===== src/rtl/dual_irq_vector_pkg.sv =====
package dual_irq_vector_pkg;
  localparam int NCH   = 2;
  localparam int VEC_W = 8;
  localparam int MODE_W = 2;

  typedef enum logic [2:0] {
    EV_NONE,
    EV_CLR_RX,
    EV_CLR_TX,
    EV_IUS,
    EV_SET_RX,
    EV_SET_TX
  } evKind_e;

  // single arbitrated event handed from control to datapath
  typedef struct packed {
    evKind_e kind;
    logic    chn;
  } evStrobe_t;

  typedef enum logic [1:0] {VK_NONE, VK_RX, VK_TX} vecKind_e;

  function automatic logic [VEC_W-1:0] vecCode(vecKind_e k, logic chn, logic hi);
    case (k)
      VK_RX:   return chn ? (hi ? 8'h20 : 8'h04) : (hi ? 8'h30 : 8'h0C);
      VK_TX:   return chn ? 8'h00 : (hi ? 8'h10 : 8'h08);
      default: return hi ? 8'h60 : 8'h06;
    endcase
  endfunction

  // channel B occupies bits 2:0, channel A bits 5:3
  function automatic int baseBit(logic chn);
    return chn ? 0 : 3;
  endfunction
  function automatic int extBit(logic chn);
    return baseBit(chn);
  endfunction
  function automatic int txBit(logic chn);
    return baseBit(chn) + 1;
  endfunction
  function automatic int rxBit(logic chn);
    return baseBit(chn) + 2;
  endfunction
endpackage


===== src/rtl/div_ctrl.sv =====
module div_ctrl
  import dual_irq_vector_pkg::*;
(
  input  logic           clk,
  input  logic           rstN,
  input  logic [NCH-1:0] rxClrI,
  input  logic [NCH-1:0] txClrI,
  input  logic [NCH-1:0] iusRstI,
  input  logic [NCH-1:0] rxSetI,
  input  logic [NCH-1:0] txSetI,
  output evStrobe_t      evO
);
  // Lowest priority is scanned first so a later, higher one overwrites it.
  always_comb begin
    evO = '{kind: EV_NONE, chn: 1'b0};
    for (int c = NCH - 1; c >= 0; c--) if (txSetI[c])  begin evO.kind = EV_SET_TX; evO.chn = 1'(c); end
    for (int c = NCH - 1; c >= 0; c--) if (rxSetI[c])  begin evO.kind = EV_SET_RX; evO.chn = 1'(c); end
    for (int c = NCH - 1; c >= 0; c--) if (iusRstI[c]) begin evO.kind = EV_IUS;    evO.chn = 1'(c); end
    for (int c = NCH - 1; c >= 0; c--) if (txClrI[c])  begin evO.kind = EV_CLR_TX; evO.chn = 1'(c); end
    for (int c = NCH - 1; c >= 0; c--) if (rxClrI[c])  begin evO.kind = EV_CLR_RX; evO.chn = 1'(c); end
  end

  AST_CLR_RX_WINS: assert property (@(posedge clk) disable iff (!rstN) (rxClrI != '0) |-> (evO.kind == EV_CLR_RX && evO.chn == !rxClrI[0]));
endmodule


===== src/rtl/div_chan_req.sv =====
module div_chan_req
  import dual_irq_vector_pkg::*;
(
  input  logic              txIntEn,
  input  logic [MODE_W-1:0] rxMode,
  input  logic              brkEn,
  input  logic              brkStat,
  input  logic              rxPend,
  input  logic              txPend,
  output logic              reqO
);
  logic rxModeOn;
  assign rxModeOn = (rxMode == 2'b01) || (rxMode == 2'b10);
  assign reqO = (txIntEn & txPend) | (rxModeOn & rxPend) | (brkEn & brkStat);
endmodule


===== src/rtl/div_datapath.sv =====
module div_datapath
  import dual_irq_vector_pkg::*;
(
  input  logic             clk,
  input  logic             rstN,
  input  evStrobe_t        evI,
  input  logic             statusHigh,
  input  logic [NCH-1:0]   txIntEn,
  input  logic [NCH-1:0]   brkEn,
  input  logic [NCH-1:0]   brkStat,
  output logic [VEC_W-1:0] vectorO,
  output logic [VEC_W-1:0] pendingO,
  output logic [NCH-1:0]   rxPendO,
  output logic [NCH-1:0]   txPendO
);
  logic [NCH-1:0]   rxPendQ, txPendQ, rxSvcQ, txSvcQ;
  logic [NCH-1:0]   rxPendD, txPendD, rxSvcD, txSvcD;
  logic [VEC_W-1:0] vecQ, vecD, pendQ, pendD;
  logic             doRx, doTx, ch;

  always_comb begin
    rxPendD = rxPendQ;
    txPendD = txPendQ;
    rxSvcD  = rxSvcQ;
    txSvcD  = txSvcQ;
    vecD    = vecQ;
    pendD   = pendQ;
    doRx    = 1'b0;
    doTx    = 1'b0;
    ch      = evI.chn;
    case (evI.kind)
      EV_SET_RX: doRx = 1'b1;
      EV_SET_TX: doTx = 1'b1;
      EV_CLR_RX: begin
        rxPendD[ch] = 1'b0;
        rxSvcD[ch]  = 1'b0;
        pendD[rxBit(ch)] = 1'b0;
        vecD = vecCode(VK_NONE, ch, statusHigh);
        doTx = txPendQ[ch];
      end
      EV_CLR_TX: begin
        txPendD[ch] = 1'b0;
        txSvcD[ch]  = 1'b0;
        pendD[txBit(ch)] = 1'b0;
        vecD = vecCode(VK_NONE, ch, statusHigh);
        doRx = rxPendQ[ch];
      end
      EV_IUS: begin
        if (rxSvcQ[ch]) begin
          rxSvcD[ch] = 1'b0;
          doTx = txPendQ[ch];
        end else if (txSvcQ[ch]) begin
          txSvcD[ch] = 1'b0;
        end
      end
      default: ;
    endcase
    if (doRx) begin
      rxPendD[ch] = 1'b1;
      rxSvcD[ch]  = 1'b1;
      pendD[rxBit(ch)] = 1'b1;
      vecD = vecCode(VK_RX, ch, statusHigh);
    end
    if (doTx) begin
      txPendD[ch] = 1'b1;
      if (!rxSvcD[ch]) begin
        txSvcD[ch] = 1'b1;
        if (txIntEn[ch]) pendD[txBit(ch)] = 1'b1;
        vecD = vecCode(VK_TX, ch, statusHigh);
      end
    end
    for (int c = 0; c < NCH; c++) pendD[extBit(1'(c))] = brkEn[c] & brkStat[c];
  end

  always_ff @(posedge clk) begin
    if (!rstN) begin
      rxPendQ <= '0;
      txPendQ <= '0;
      rxSvcQ  <= '0;
      txSvcQ  <= '0;
      pendQ   <= '0;
      vecQ    <= vecCode(VK_NONE, 1'b0, statusHigh);
    end else begin
      rxPendQ <= rxPendD;
      txPendQ <= txPendD;
      rxSvcQ  <= rxSvcD;
      txSvcQ  <= txSvcD;
      pendQ   <= pendD;
      vecQ    <= vecD;
    end
  end

  assign vectorO  = vecQ;
  assign pendingO = pendQ;
  assign rxPendO  = rxPendQ;
  assign txPendO  = txPendQ;

  AST_RX_PRESENT: assert property (@(posedge clk) disable iff (!rstN) (evI.kind == EV_SET_RX) |=> (vecQ == vecCode(VK_RX, $past(evI.chn), $past(statusHigh)) && rxSvcQ[$past(evI.chn)]));
  AST_TX_HELD: assert property (@(posedge clk) disable iff (!rstN) (evI.kind == EV_SET_TX && rxSvcQ[evI.chn]) |=> $stable(vecQ));
  AST_CLR_IDLE: assert property (@(posedge clk) disable iff (!rstN) (evI.kind == EV_CLR_RX && !txPendQ[evI.chn]) |=> (vecQ == vecCode(VK_NONE, 1'b0, $past(statusHigh))));
endmodule


===== src/rtl/dual_irq_vector.sv =====
module dual_irq_vector
  import dual_irq_vector_pkg::*;
(
  input  logic                         clk,
  input  logic                         rstN,
  input  logic                         statusHigh,
  input  logic [NCH-1:0]               txIntEnI,
  input  logic [NCH-1:0][MODE_W-1:0]   rxModeI,
  input  logic [NCH-1:0]               brkEnI,
  input  logic [NCH-1:0]               brkStatI,
  input  logic [NCH-1:0]               rxSetI,
  input  logic [NCH-1:0]               rxClrI,
  input  logic [NCH-1:0]               txSetI,
  input  logic [NCH-1:0]               txClrI,
  input  logic [NCH-1:0]               iusRstI,
  output logic [VEC_W-1:0]             vectorO,
  output logic [VEC_W-1:0]             pendingO,
  output logic                         irqO
);
  evStrobe_t      ev;
  logic [NCH-1:0] rxPend, txPend, chanReq;

  div_ctrl u_ctrl (
    .clk(clk), .rstN(rstN),
    .rxClrI(rxClrI), .txClrI(txClrI), .iusRstI(iusRstI),
    .rxSetI(rxSetI), .txSetI(txSetI),
    .evO(ev)
  );

  div_datapath u_dp (
    .clk(clk), .rstN(rstN), .evI(ev), .statusHigh(statusHigh),
    .txIntEn(txIntEnI), .brkEn(brkEnI), .brkStat(brkStatI),
    .vectorO(vectorO), .pendingO(pendingO),
    .rxPendO(rxPend), .txPendO(txPend)
  );

  for (genvar c = 0; c < NCH; c++) begin : g_req
    div_chan_req u_req (
      .txIntEn(txIntEnI[c]), .rxMode(rxModeI[c]),
      .brkEn(brkEnI[c]), .brkStat(brkStatI[c]),
      .rxPend(rxPend[c]), .txPend(txPend[c]),
      .reqO(chanReq[c])
    );
  end

  assign irqO = |chanReq;

  AST_IRQ_IDLE: assert property (@(posedge clk) disable iff (!rstN) ((rxPend | txPend) == '0 && (brkEnI & brkStatI) == '0) |-> !irqO);
endmodule


===== config.mk =====
export PLATFORM = sky130hd
export DESIGN_NAME = dual_irq_vector
export DESIGN_NICKNAME = d
export VERILOG_FILES = /design/src/rtl/dual_irq_vector_pkg.sv /design/src/rtl/div_ctrl.sv /design/src/rtl/div_chan_req.sv /design/src/rtl/div_datapath.sv /design/src/rtl/dual_irq_vector.sv
export SDC_FILE = /design/constraint.sdc
export NUM_CORES = 1
export LEC_CHECK = 0
export BUFFER_PORTS_ARGS = -buffer_cell sky130_fd_sc_hd__buf_2
export CAP_MARGIN = 20
export CORE_MARGIN = 2
export CORE_UTILIZATION = 49
export CTS_CLUSTER_SIZE = 30
export DETAILED_ROUTE_END_ITERATION = 16
export HOLD_SLACK_MARGIN = 0.02
export PLACE_DENSITY_LB_ADDON = 0.05
export SKIP_LAST_GASP = 1
export SLEW_MARGIN = 0
export SYNTH_ARGS = -nofsm -noshare
export SYNTH_HDL_FRONTEND = slang
export SYNTH_SLANG_ARGS = --single-unit
export TNS_END_PERCENT = 10

===== constraint.sdc =====
create_clock -name clk -period 2.4 [get_ports clk]
set_input_delay 0.48 -clock clk [delete_from_list [all_inputs] [get_ports clk]]
set_output_delay 0.48 -clock clk [all_outputs]
set_load 0.02 [all_outputs]

==> out/results.ini, run 1 <==
[outcome]
status = complete, no violations

[setup_path]
r2r_end = u_dp.vectorO[1]
worstPathMaxFanout = 11
crit_path_end_kind = register
regToRegStartpoint = u_dp.txPendO[1]
slowest_delay_ns = 0.35
reg2reg_setup_slack_ns = 0.70
crit_chain = buf_2 -> nor4_4 -> o2111ai_2 -> a311oi_2 -> a211oi_1 -> a31o_4 -> a221o_1
crit_path_start_kind = primary input
crit_type = in2reg
r2r_cells = 5
cp.arrival_ns = 2.29
cp_slowest_cell = a221o_1
critPathRequiredTime_ns = 2.59

[layout]
final_cell_mix = buf_2, dfxtp_1, nand2_1
syn2layout_area_growth_pct = 21.2
antenna_cells = 0
postLayoutCellArea_um2 = 1410
fin_cells = 202
drive_above_1_share = 0.339
finalNetCount = 199
final_common_cell = buf_2

[sta]
grt_setup_unrepaired = no
finalSetupTns_ns = 0
slew_violations = 0
finalHoldViolations = 0
fin_crit_sh = 0.874
min_period_ns = 2.10
clock_skew_ns = 0.00343
fmax_mhz = 477
finalSetupViolCount = 0

[global_route]
grt_pass1_vias = 1032
gr-total-overflow = 0
grt_start_max_net_pins = 20
antenna_found_initial = 0
track_usage = 0.236
grt_pass1_wl_um = 4840

[worst_hold_path]
hp-start = brkStatI[0]
worstHoldPathType = in2reg
hold_depth = 2
min_to = u_dp.pendingO[3]

[synth]
postSynthCellCount = 133
synth_top_family_by_area = compound AO/OA/AOI/OAI gates
synth.avg_cell_area_um2 = 8.75
synth_seq_cells = 20
yosysWarnings = 0
syn_area_um2 = 1160
seq_area_frac_synth = 0.344
synth-compound-area-share = 0.318
synth-xor-area-share = 0.0151
synth_cell_type_count = 42
synthAdderAreaFrac = 0
yosys-mux-area-fraction = 0.0258
synth-simple-area-share = 0.239

[routing]
first_pass_iters = 4
viasPerCell = 5.59
drc = 0
vias = 1129
wirelength_um = 2750
ant_nets = 0
initialDrtViolationCount = 29
avgRoutedWirePerCell_um = 13.6

[pwr]
p_comb_frac = 0.194
peakVddDrop_mv = 0.285
p_clk_frac = 0.251
power_density_nw_per_um2 = 438
swShare = 0.276
internal_power_uw = 447
p_sw_uw = 171
power_leakage_uw = 0.000616
p_seq_frac = 0.555

[clock_tree]
cts_root_buffer = clkbuf_4
htreeDepth = 1
clock_latency_ns = 0.29
cts.sinks = 20
cts_tree = built
cts_setup_buffers = 0
cts_resized = 0
holdBufCountCts = 0
cts_buffer_depth = 2
numCtsBuffers = 3
clkTransAtPathRegs_ns = 0.10

[placed_design]
dp_hpwl_um = 2180
placed_cell_area_um2 = 1390
dp.cells = 199
portBuffers = 37
gp_congestion = 0.915

[floorplanning]
core_um2 = 2230
start_util = 0.521
fp.dieArea_um2 = 2780
die_w_um = 52.7
rows = 17
die_h_um = 52.7
io_pins = 40

[job]
maxCapViolCount = 0

-- critical path, delay by kind of cell --
kind                   cells  cell delay, ns
AOI/OAI and AO/OA          5            1.30
and+or+nand+nor            1            0.34
buffers and inverters      1            0.17
-- worst max-delay path by stage --
| stage | start | slack, ns | depth (start not counted) | endpoint |
|---|---|---|---|---|
| finish | rxClrI[1] | 0.30 | 7 | u_dp.vectorO[1] |
| global route | rxClrI[1] | 0.19 | 7 | u_dp.vectorO[1] |
| CTS | rxClrI[1] | 0.30 | 7 | u_dp.vectorO[1] |
| detailed placement | rxClrI[1] | -0.009 | 7 | u_dp.vectorO[1] |
| global placement | rxClrI[1] | 0.04 | 7 | u_dp.vectorO[2] |
| floorplan | txClrI[1] | 0.21 | 7 | u_dp.vectorO[1] |
-- kinds of logic after synthesis --
| logic type | Yosys count |
|---|---|
| other | 1 |
| multiplexers | 3 |
| AO/OA/AOI/OAI | 44 |
| buffers and inverters | 11 |
| flip-flops | 20 |
| XOR/XNOR | 2 |
| AND/OR/NAND/NOR | 52 |
-- through the flow --
step / util / setup slack [ns] / power, uW / hold WS (ns)
after floorplan: - / 0.210 / 424 / 0.457
after global placement: 0.621 / 0.0364 / 468 / 0.444
after detailed placement: 0.621 / -0.00896 / 470 / 0.450
after CTS: 0.631 / 0.301 / 621 / 0.427
after global routing: 0.631 / 0.192 / 654 / 0.425
final: 0.631 / 0.302 / 617 / 0.425
-- flip-flops by register name, summed over array words and instances, names as in the netlist --
| signal | flops |
|---|---|
| u_dp.pendingO | 6 |
| u_dp.rxPendO | 2 |
| u_dp.rxSvcQ | 2 |
| u_dp.txPendO | 2 |
| u_dp.vectorO | 8 |
-- area by class of cell --
class	instances	area (um2)
multi-input cells	103	703
repair buffers	43	230
fillers	206	823
inverters	5	18.8
clock buffers	3	22.5
well taps	28	35.0
flip-flops and latches	20	400
-- per-layer routing --
layer,vias up,track usage,share of wire
li1,581,-,-
met1,500,0.335,0.50
met2,44,0.360,0.43
met3,4,0.0457,0.066
met4,0,0.0641,0.011
met5,-,0,0
-- Yosys cell counts --
cell type	n	area (um2)
a311oi_2	1	15.0
and3_1	3	18.8
a221o_1	6	60.1
and2_2	3	22.5
mux2i_1	3	30.0
o2111ai_2	1	15.0
o31ai_1	3	22.5
dfxtp_1	20	400
o21ai_0	4	20.0
a221oi_1	1	8.76
o31a_2	1	10.0
or2_2	1	6.26
a31oi_1	2	12.5
buf_6	2	22.5
nor2_1	8	30.0
nand2_1	19	71.3
xor2_1	2	17.5
o32ai_2	1	16.3
nand2b_1	3	18.8
nor4_4	1	21.3
clkbuf_1	2	7.51
nor4_1	1	6.26
a21o_1	2	15.0
nor2b_1	5	31.3
a32o_1	2	20.0
o311a_2	1	11.3
inv_1	5	18.8
nand3b_1	2	15.0
a211oi_1	3	22.5
and2b_2	1	8.76
nand3_1	3	15.0
buf_4	2	15.0
o22ai_1	1	6.26
a22oi_1	2	15.0
o21a_1	2	15.0
a31o_4	1	17.5
a21oi_1	4	20.0
a21boi_0	4	30.0
conb_1	1	3.75
o311ai_0	1	8.76
and2_1	2	12.5
a31o_2	1	8.76
-- power groups by stage --
stage / Sequential [uW] / Combinational, uW / Clock [uW]
floorplan: 359 / 64.8 / 0
global placement: 350 / 117 / 0
detailed placement: 350 / 120 / 0
CTS: 343 / 120 / 158
global route: 344 / 133 / 177
finish: 343 / 120 / 155
(Power assumes the default switching activity.)
==> run 2: changes to the inputs <==
- clock period: 2.4 -> 2.35 ns (I/O delays scaled with it)
==> out/results.ini, run 2 (synthesized netlist as in run 1, its figures left out) <==
[sta]
fin_crit_sh = 0.877
fmax_mhz = 485
min_period_ns = 2.06
finalSetupTns_ns = 0
slew_violations = 0
clock_skew_ns = 0.00391
finalSetupViolCount = 0
finalHoldViolations = 0
fin_ws_ns = 0.288
finalHoldWorstSlack_ns = 0.412
grt_setup_unrepaired = no

[pwr]
swShare = 0.273
power_leakage_uw = 0.000628
p_comb_frac = 0.183
peakVddDrop_mv = 0.246
p_sw_uw = 185
power_density_nw_per_um2 = 473
p_clk_frac = 0.299
p_seq_frac = 0.517
internal_power_uw = 492

[routing]
vias = 1170
wirelength_um = 2780
first_pass_iters = 4
drc = 0
avgRoutedWirePerCell_um = 13.6
initialDrtViolationCount = 31
viasPerCell = 5.74
ant_nets = 0

[setup_path]
crit_type = in2reg
cp_slowest_cell = nor4_4
cp.arrival_ns = 2.26
crit_chain = buf_2 -> nor4_4 -> o2111ai_2 -> a311oi_2 -> a211oi_1 -> a31o_4 -> a221o_1
critPathRequiredTime_ns = 2.55
crit_path_start_kind = primary input
worstPathMaxFanout = 11
slowest_delay_ns = 0.36
crit_path_end_kind = register

[layout]
register_area_um2 = 400
syn2layout_area_growth_pct = 23.0
multi_input_area_um2 = 703
postLayoutCellArea_um2 = 1430
final_cell_mix = buf_2, dfxtp_1, nand2_1
largest_reg_flops = 8
antenna_cells = 0
finalNetCount = 200
final_common_cell = buf_2
drive_above_1_share = 0.347
n_fill_cell = 197
fin_cells = 204

[global_route]
antenna_found_initial = 0
gr-total-overflow = 0
track_usage = 0.225
grt_pass1_vias = 1013
grt_pass1_wl_um = 4590
grt_start_max_net_pins = 20

[clock_tree]
cts_tree = built
numCtsBuffers = 3
cts.sinks = 20
holdBufCountCts = 0
cts_root_buffer = clkbuf_4
cts_resized = 0
cts_setup_buffers = 0
clock_latency_ns = 0.30
htreeDepth = 1
clkTransAtPathRegs_ns = 0.12
cts_buffer_depth = 2

[floorplanning]
core_um2 = 2230
rows = 17
start_util = 0.521
fp.dieArea_um2 = 2780
die_h_um = 52.7
die_w_um = 52.7
io_pins = 40

[placed_design]
dp_hpwl_um = 2270
dp_slack_ns = -0.0142
placed_cell_area_um2 = 1400
dp.cells = 200
gp_congestion = 0.939
portBuffers = 37

[worst_hold_path]
worstHoldPathType = in2reg

[outcome]
status = complete, no violations

[job]
maxCapViolCount = 0

[run 2: cell count changes in the layout (fill, tap and decap cells not counted), sizes merged]
| cell | change |
|---|---|
| buf | +1 |
| clkbuf | +1 |
[run 2: area by class of cell]
| type | count | area share |
|---|---|---|
| multi-input combinational | 103 | 0.491 |
| sequential | 20 | 0.280 |
| timing repair buffer | 44 | 0.166 |
| clock buffer | 4 | 0.0253 |
| tap | 28 | 0.0245 |
| inverter | 5 | 0.0131 |
[run 2: through the flow]
step                power [uW]   util
finish                     677  0.641
global route               701  0.641
CTS                        671  0.641
detailed placement         481  0.625
global placement           479  0.625
floorplan                  433      -
[run 2: worst paths after layout]
check | depth (start not counted) | endpoint | start | slack, ns
worst min-delay path | 2 | u_dp.pendingO[3] | brkStatI[0] | 0.41
worst min register to register | 2 | u_dp.pendingO[2] | u_dp.pendingO[2] | 0.47
worst max-delay path | 7 | u_dp.vectorO[6] | rxClrI[1] | 0.29
worst max register to register | 5 | u_dp.vectorO[6] | u_dp.txPendO[1] | 0.63
[run 2: routing by layer]
metal,global-route usage,vias up,share of wire
li1,-,585,-
met1,0.301,536,0.47
met2,0.373,45,0.46
met3,0.0343,4,0.065
met4,0.0641,0,0.0097
met5,0,-,0
[run 2: power groups by stage]
stage	sequential, uW	clock, uW	combinational (uW)
after floorplan	367	0	66.2
after global placement	358	0	121
after detailed placement	358	0	123
after CTS	350	198	124
after global routing	351	213	136
final	350	203	124
[run 2: worst max-delay path: cells and delay by family]
family	cells	cell delay, ns
simple gates	1	0.36
compound gates	5	1.26
buf+inv	1	0.16
==> run 3: changes to the inputs <==
- CORE_UTILIZATION: 49 -> 48
- SYNTH_HIERARCHICAL: default -> 1
==> out/results.ini, run 3 <==
[clock_tree]
numCtsBuffers = 3
cts_root_buffer = clkbuf_4
htreeDepth = 1
cts.sinks = 20
holdBufCountCts = 0
cts_setup_buffers = 0
cts_buffer_depth = 2
cts_resized = 0
clkTransAtPathRegs_ns = 0.12
clock_latency_ns = 0.30
cts_tree = built

[synth]
yosysMostFrequentCell = dfxtp_1
postSynthCellCount = 127
synth-edff-count = 0
yosysWarnings = 6
synth_common_cells = dfxtp_1, nor2_1, a21oi_1
synth_top_cell_by_area = dfxtp_1
synth.avg_cell_area_um2 = 8.82
ys_dominant_reg_cell = dfxtp_1
syn_area_um2 = 1120
synth_cell_type_count = 44
synth.top_cell.area_share = 0.358
ys_top_cells_by_area = dfxtp_1, a22o_1, a21oi_1, nor2_1, o21ai_1
synth_seq_cells = 20
seq_area_frac_synth = 0.358
ys_async_sr_fraction = 0

[pwr]
p_seq_frac = 0.456
power_leakage_uw = 0.000651
swShare = 0.250
p_comb_frac = 0.180
p_sw_uw = 193
internal_power_uw = 580
power_density_nw_per_um2 = 538
p_clk_frac = 0.365
peakVddDrop_mv = 0.384

[sta]
finalHoldViolations = 0
fin_ws_ns = 0.252
fin_crit_sh = 0.893
clock_skew_ns = 0.00906
slew_headroom = 0.571
fmax_mhz = 477
max_slew.worst_pin.slew_ns = 0.639
slew_violations = 0
min_period_ns = 2.10
grt_setup_unrepaired = no
finalSetupViolCount = 0

[layout]
syn2layout_area_growth_pct = 28.3
post-route-util = 0.649
register_area_um2 = 400
finalNetCount = 197
n_fill_cell = 223
largest_reg_flops = 8
antenna_cells = 0
final_common_cell = buf_2
multi_input_area_um2 = 642
final_cell_mix = buf_2, dfxtp_1, nor2_1
drive_above_1_share = 0.376

[setup_path]
crit_path_end_kind = register
worstPathMaxFanout = 6
crit_chain = buf_2 -> nand2b_1 -> a221o_1 -> a221oi_2 -> buf_4 -> mux2i_1 -> nor3_1 -> o21ai_1 -> a211oi_2 -> a22o_1
cp_slowest_cell = a221o_1
critPathRequiredTime_ns = 2.55
crit_path_start_kind = primary input
crit_type = in2reg
cp.arrival_ns = 2.30
slowest_delay_ns = 0.31

[floorplanning]
fp.dieArea_um2 = 2740
die_h_um = 52.3
rows = 17
core_um2 = 2210
start_util = 0.506
die_w_um = 52.3
io_pins = 40

[placed_design]
dp_slack_ns = -0.0304
portBuffers = 37
gp_congestion = 0.891
dp_hpwl_um = 2110

[global_route]
grt_pass1_vias = 1008
gr-total-overflow = 0
grt_pass1_wl_um = 4540
track_usage = 0.222
antenna_found_initial = 0
grt_start_max_net_pins = 13

[routing]
initialDrtViolationCount = 16
vias = 1076
first_pass_iters = 4
drc = 0
ant_nets = 0
viasPerCell = 5.35
avgRoutedWirePerCell_um = 13.0
wirelength_um = 2600

[worst_hold_path]
worstHoldPathType = in2reg

[outcome]
status = complete, no violations

[job]
maxCapViolCount = 0

run 3: cell count changes after synthesis, sizes merged, moves of 3 or more:
| cell | delta |
|---|---|
| a22o | +6 |
| a21oi | +7 |
| and2 | -3 |
| inv | +4 |
| nand2 | -11 |
| o21ai | +7 |
| nor3 | +3 |
| nor2 | +4 |
| a221o | -5 |
run 3: per-stage QoR:
step	cells	cell area, um2	total power (uW)	hold WS, ns	setup TNS (ns)
finish	201	1440	773	0.413	0
global route	201	1440	817	0.391	0
CTS	201	1440	782	0.402	0
detailed placement	197	1380	497	0.446	-0.152
global placement	197	1380	495	0.436	-0.0262
floorplan	128	1120	442	0.459	0
run 3: worst max-delay path, delay by kind of cell:
kind / cells / cell delay, ns
and+or+nand+nor: 2 / 0.20
buffers and inverters: 2 / 0.30
AOI/OAI and AO/OA: 5 / 1.08
muxes: 1 / 0.24
run 3: per-layer routing:
layer	wire length [um]	GRT usage	vias to the layer above
met1	1170	0.268	506
li1	-	-	545
met2	1300	0.398	23
met3	121	0.0371	2
met5	0	0	-
met4	9	0.0641	0
run 3: final cells by class:
cell class / count / share of cell area
clock buffer: 3 / 0.0157
clock inverter: 1 / 0.0209
inverter: 9 / 0.0235
multi-input combinational: 93 / 0.447
sequential: 20 / 0.279
tap: 28 / 0.0244
timing repair buffer: 47 / 0.190
run 3: worst paths after layout:
kind | cells past startpoint | startpoint | end | slack [ns]
max | 10 | txSetI[0] | u_dp/vectorO[4] | 0.25
min | 2 | brkStatI[0] | u_dp/pendingO[3] | 0.41
max reg2reg | 5 | u_dp/rxSvcQ[0] | u_dp/vectorO[6] | 0.88
min reg2reg | 1 | u_dp/vectorO[0] | u_dp/vectorO[0] | 0.47
run 3: power groups by stage:
stage / clock, uW / sequential [uW] / combinational, uW
floorplan: 0 / 371 / 70.8
global placement: 0 / 360 / 136
detailed placement: 0 / 360 / 138
CTS: 291 / 352 / 138
global route: 310 / 353 / 154
finish: 282 / 352 / 139
run 3: kinds of logic (layout without fill, tap and decap cells):
logic type | after synthesis | count (layout) | share of synthesized area
AOI/OAI and AO/OA | 44 | 44 | 0.313
xor gates and xnor gates | 3 | 3 | 0.0235
buffers and inverters | 15 | 60 | 0.0726
DFF | 20 | 20 | 0.358
muxes | 2 | 2 | 0.0179
other | 1 | 2 | 0.00335
and+or+nand+nor | 42 | 42 | 0.212
